File: config.mk
export PLATFORM = sky130hd
export DESIGN_NAME = cube_cell
export DESIGN_NICKNAME = d
export VERILOG_FILES = /design/src/rtl/cube_cell.sv
export SDC_FILE = /design/constraint.sdc
export NUM_CORES = 2
export LEC_CHECK = 0
export ABC_AREA = 1
export ABC_CLOCK_PERIOD_IN_PS = 3050
export BUFFER_PORTS_ARGS = -buffer_cell sky130_fd_sc_hd__buf_2
export CAP_MARGIN = 15
export CORE_MARGIN = 2
export CORE_UTILIZATION = 70
export CTS_BUF_LIST = sky130_fd_sc_hd__clkbuf_8
export CTS_CLUSTER_SIZE = 25
export DETAILED_ROUTE_END_ITERATION = 8
export PLACE_DENSITY = 0.87
export SETUP_SLACK_MARGIN = 0.15
export SLEW_MARGIN = 20
export SYNTH_ARGS = -nofsm -noshare
export SYNTH_HDL_FRONTEND = slang
export SYNTH_SLANG_ARGS = --single-unit
File: constraint.sdc
create_clock -name clk -period 3.05 [get_ports clk]
set_input_delay 0.4575 -clock clk [delete_from_list [all_inputs] [get_ports clk]]
set_output_delay 0.4575 -clock clk [all_outputs]
set_load 0.02 [all_outputs]
File: src/rtl/cube_cell.sv
module cube_cell #(
  parameter int FACES = 6
) (
  input  logic             clk,
  input  logic             rst_n,
  input  logic [FACES-1:0] d_in,
  input  logic [FACES-1:0] c_in,
  output logic [FACES-1:0] d_out,
  output logic [FACES-1:0] c_out
);
  localparam int ROWS = 1 << FACES;
  localparam int COLS = 2 * FACES;
  localparam int BITS = ROWS * COLS;
  localparam int IW   = $clog2(BITS);

  logic [BITS-1:0]  tt;
  logic [COLS-1:0]  row_word;
  logic [FACES-1:0] d_nxt, c_nxt;
  logic             cfg_mode, shift_bit, spill;

  assign cfg_mode  = |c_in;
  assign shift_bit = |(d_in & c_in);
  assign spill     = tt[BITS-1];

  for (genvar k = 0; k < COLS; k++) begin : g_col
    logic [IW-1:0] pos;
    assign pos         = IW'(BITS - 1 - k) - IW'(COLS) * IW'(d_in);
    assign row_word[k] = tt[pos];
  end

  for (genvar f = 0; f < FACES; f++) begin : g_face
    assign d_nxt[f] = row_word[2*f];
    assign c_nxt[f] = row_word[2*f+1];
  end

  always_ff @(posedge clk or negedge rst_n) begin
    if (!rst_n) begin
      tt    <= '0;
      d_out <= '0;
      c_out <= '0;
    end else if (cfg_mode) begin
      tt    <= {tt[BITS-2:0], shift_bit};
      d_out <= c_in & {FACES{spill}};
      c_out <= '0;
    end else begin
      d_out <= d_nxt;
      c_out <= c_nxt;
    end
  end
endmodule

After elaboration in Yosys (flattened, before gate mapping)

Cells that the tools add are included.

$add $sub $neg: 12
Multiply operators: 1
Divide/modulo/power cells: 0
Magnitude comparators: 12
Eq/ne operators: 0
Shift operators: 0
Muxes and demuxes: 26
Bitwise gates (word level): 2
Reductions and logical operators: 2

Operators by type and width:

| operator                                              | number |
|---|---|
| < comparator 10 x 11 -> 1 bit (second input constant) | 12 |
| binary-select mux 1 bit (select 10 bit)               | 12 |
| subtractor 10 bit (first input constant)              | 12 |
| bitwise AND 6 bit                                     | 2 |
| 2-to-1 mux 1 bit                                      | 12 |
| 2-to-1 mux 6 bit                                      | 2 |
| OR reduction 6 bit                                    | 2 |
| multiplier 2 x 6 -> 8 bit (first input constant)      | 1 |

Register bits after elaboration: 780
Bits in latches: 0
Bits in writable memories: 0
Memory bits (read-only): 0
Input bits: 14
Output and inout port bits: 12
Word-level logic and storage cells: 58
Memories kept: 0

Longest topological paths before layout

Depth in word-level cells: 5
Gate-level depth with buffers: 22
Mapped depth without buffers: 19

Worst setup path after synthesis

OpenSTA, ideal clock, no wires.

Kind: input port to flip-flop
Start point: in d_in[0]
End point: reg c_out[4]
Setup time: 0.071 ns
Arrival: 3.422 ns
Data required time: 2.979 ns
Slack: -0.443 ns
Cell stages on the path: 20
Buffers on the path: 6
Cell sequence: ha_1 > inv_1 > fa_1 > inv_2 > buf_2 > buf_2 > buf_2 > ha_1 > buf_2 > clkinv_1 > buf_2 > buf_1 > o211ai_1 > nand3_1 > nand3_1 > nand3_1 > nand3_1 > nand2_1 > nand2_1 > nor2_1

Word-level cells in the longest chain between the ends: 5

Ends and longest elaborated chain:

| element                                 | line | source |
|---|---|---|
| from (decl)                             | 6    | `input logic [FACES-1:0] d_in,` |
| multiplier 2 x 6 -> 8 bit               | 27   | `assign pos = IW'(BITS - 1 - k) - IW'(COLS) * IW'(d_in);` |
| subtractor 10 bit                       | 27   |  |
| binary-select mux 1 bit (select 10 bit) | 28   | `assign row_word[k] = tt[pos];` |
| 2-to-1 mux 1 bit (not written as such)  | 28   |  |
| 2-to-1 mux 6 bit                        | 41   | `end else if (cfg_mode) begin` |
| to (signal assigned)                    | 47   | `c_out <= c_nxt;` |
| to (decl)                               | 9    | `output logic [FACES-1:0] c_out` |

Every way passes these cells. The select of a mux whose other input is x is not followed.
A chain may end at the register's enable or synchronous reset.

Final worst setup path

Start point: in d_in[0]
End point: reg c_out[2]

Same word-level chain as after synthesis.

==> flow_summary.json <==
{
  "max_freq_mhz": 351,
  "ant_nets": 0,
  "drtIter0Drc": 9035,
  "routedWlPerCell_um": 20.8,
  "hp-class": "primary input to asynchronous set/reset pin",
  "dp_hpwl_um": 115000,
  "synth_top_family_by_area": "simple AND/OR/NAND/NOR gates",
  "synth.distinct_cells": 40,
  "seqCellArea_mm2": 0.0195,
  "critPathMaxFanout": 178,
  "yosysSeqAreaShare": 0.402,
  "h-tree-depth": 4,
  "ys_warn_count": 0,
  "dp.cells": 7935,
  "dieArea_mm2": 0.0714,
  "startpoint_type": "primary input",
  "dr_total_vias": 52400,
  "gp_congestion": 1.09,
  "grt_pass1_vias": 48100,
  "max_slew_margin": 0.202,
  "vias_per_cell": 6.41,
  "ys_seq_elements": 780,
  "setup_ws_ps": 202,
  "synth_area_per_cell_um2": 6.73,
  "coreArea_mm2": 0.0686,
  "rsz0062_at_grt": "true",
  "groute.usage.overall": 0.477,
  "port_buffers": 25,
  "clock_path_buffers": 3,
  "grt_pass1_wl_um": 265000,
  "routed_wl_um": 170000,
  "synth_xor_area_frac": 0.00142,
  "setup_violations": 0,
  "dpl_worst_slack_ps": -543,
  "required_ps": 3710,
  "worst_setup_path_end_kind": "flop",
  "start_util": 0.707,
  "die_w_um": 267,
  "stdcell_count": 8180,
  "cts_sinks": 780,
  "clkTransAtPathRegs_ps": 70,
  "fin_crit_sh": 0.934,
  "crit_arrival_ps": 3500,
  "synth_top_area_cell": "dfrtp_1",
  "drc": 2,
  "busiest_layer": "met2",
  "yosys.area_share.simple": 0.293,
  "synthAdderAreaFrac": 0.00299,
  "final_layout_size_suffix_gt1_frac": 0.0907,
  "drv_slew": 0,
  "status": "finished with violations",
  "synthMuxAreaShare": 0,
  "grtUsageMet3": 0.140,
  "synth_area_mm2": 0.0485,
  "violations": "design-rule violations",
  "synth_top_flop_cell": "dfrtp_1",
  "max-cap-violations": 0,
  "hold_viol": 0,
  "row_count": 96,
  "yosys-top-cells-area": "dfrtp_1 (40%), nand2_1 (18%), o21ai_0 (13%), nand3_1 (9.4%), inv_1 (4.9%)",
  "die_h_um": 267,
  "firstDrtPassIters": 9,
  "synth_compound_area_frac": 0.197,
  "synthesis.nets": 7233,
  "cts_tree": "done",
  "skew_ps": 42.9,
  "clock_latency_ps": 850,
  "use_met2": 0.689,
  "worst_pin_slew_ps": 1200,
  "async_reset_ff_frac": 1.00,
  "numCtsBuffers": 136,
  "grt_max_degree": 260,
  "layout_min_cycle_time_ps": 2850,
  "area_delta_synth_final_pct": 11.4,
  "synth_top_area_frac": 0.402,
  "syn_inst": 7208,
  "use_met1": 0.631,
  "root_buffer": "clkbuf_8",
  "total_power_uw": 34400,
  "critPathKind": "primary input to flop",
  "synth_edf_count": 0,
  "multi_input_area_mm2": 0.0242,
  "num_io_pins": 26,
  "fillers": 5122,
  "cellLeakagePower_uw": 0.0250,
  "nets": 7176,
  "overflow": 0,
  "worst_ir_drop_vdd_mv": 0.464,
  "power.density_mw_per_mm2": 636,
  "antenna_found_initial": 8,
  "holdWs_ps": 226
}
## routing by layer
metal	wire length, um	up-vias
li1	-	23500
met1	62600	23900
met2	71600	4058
met3	23900	887
met4	11800	4
met5	25	-
## synthesized netlist by cell type, drive strengths merged (4+ instances only)
master / instances
a21oi: 209
buf: 303
nand2: 2293
or2: 19
inv: 647
clkbuf: 260
ha: 10
dfrtp: 780
xor2: 4
nand3: 909
o211ai: 177
nor2: 187
o221ai: 36
o22ai: 34
o21a: 11
o21ai: 1304
nand4: 12
## critical path, cell delays in order
cell and delay (ps):
buf_8 90, buf_4 150, buf_16 410, inv_8 150, buf_12 240, buf_4 230
o21ai_0 320, nand3_1 320, nand2_1 160, nand3_1 70, nand3_1 80, nand3_1 160
nand3_1 160, nand3_1 90, nand2_1 80, nor2_1 50
## cell type report
| type | count | area share |
|---|---|---|
| inverter | 650 | 0.0457 |
| tap | 931 | 0.0216 |
| antenna | 6 | 0.000278 |
| multi-input combinational | 5215 | 0.448 |
| timing repair buffer | 368 | 0.0729 |
| clock buffer | 169 | 0.0430 |
| sequential | 780 | 0.361 |
| clock inverter | 61 | 0.00752 |
## what timing repair did
item,in CTS,in global routing
endpoints found under the hold margin,41,0
buffers inserted,0,0
resized for setup,0,16
endpoints found under the setup margin,0,8
hold buffers,9,0
## report_power, final
part | total, uW | leakage, uW | switching, uW | internal [uW]
sequential | 13100 | 0.0102 | 1280 | 11800
clock | 9940 | 0.00153 | 4680 | 5260
combinational | 11300 | 0.0133 | 7480 | 3850
## through the flow
step | TNS, ps | instance area (um^2) | utilization
finish | 0 | 54000 | 0.788
global route | 0 | 54000 | 0.788
CTS | 0 | 54000 | 0.787
detailed placement | -5320 | 51100 | 0.746
global placement | -4420 | 51100 | 0.746
floorplan | 0 | 48800 | -
## worst paths after layout
path	startpoint	to	slack [ps]	cells after the start
setup / recovery	d_in[0]	c_out[2]$_DFF_PN0_	200	16
hold / removal	rst_n	tt[428]$_DFFE_PN0N_	230	2
setup reg to reg	tt[286]$_DFFE_PN0N_	c_out[2]$_DFF_PN0_	960	10
hold reg to reg	tt[235]$_DFFE_PN0N_	tt[236]$_DFFE_PN0N_	460	2
max in group asynchronous	rst_n	tt[716]$_DFFE_PN0N_	1840	3
min in group clk	tt[235]$_DFFE_PN0N_	tt[236]$_DFFE_PN0N_	460	2
## flip-flops by register name, indices dropped and copies added (netlist names)
name / count
c_out: 6
d_out: 6
tt: 768
## logic make-up (layout without fill, tap and decap cells)
family	count (synthesis)	in the layout
simple gates	3423	3423
compound gates	1777	1777
buf+inv	1213	1248
flops	780	780
fa+ha+maj	11	11
xor+xnor	4	4
other cells	0	6
## cell usage in the layout (no fill, tap or decap), types with 9 or more instances in the layout
master | Yosys | routed
buf_2 | 236 | 23
o21a_1 | 11 | 11
nand3_1 | 908 | 891
o21ai_0 | 1294 | 1293
o211ai_1 | 177 | 177
o21ai_1 | 10 | 11
nand2_1 | 2272 | 2265
dlygate4sd3_1 | 0 | 9
buf_12 | 0 | 94
nand2_2 | 17 | 20
a21oi_1 | 207 | 205
or2_2 | 18 | 18
nand4_1 | 12 | 12
dfrtp_1 | 780 | 780
nand3_2 | 1 | 17
clkbuf_8 | 0 | 169
o221ai_1 | 36 | 36
buf_4 | 27 | 239
nor2_1 | 180 | 179
clkinv_2 | 0 | 17
o22ai_1 | 34 | 34
inv_1 | 639 | 666
Power figures use the tool's default switching activity.
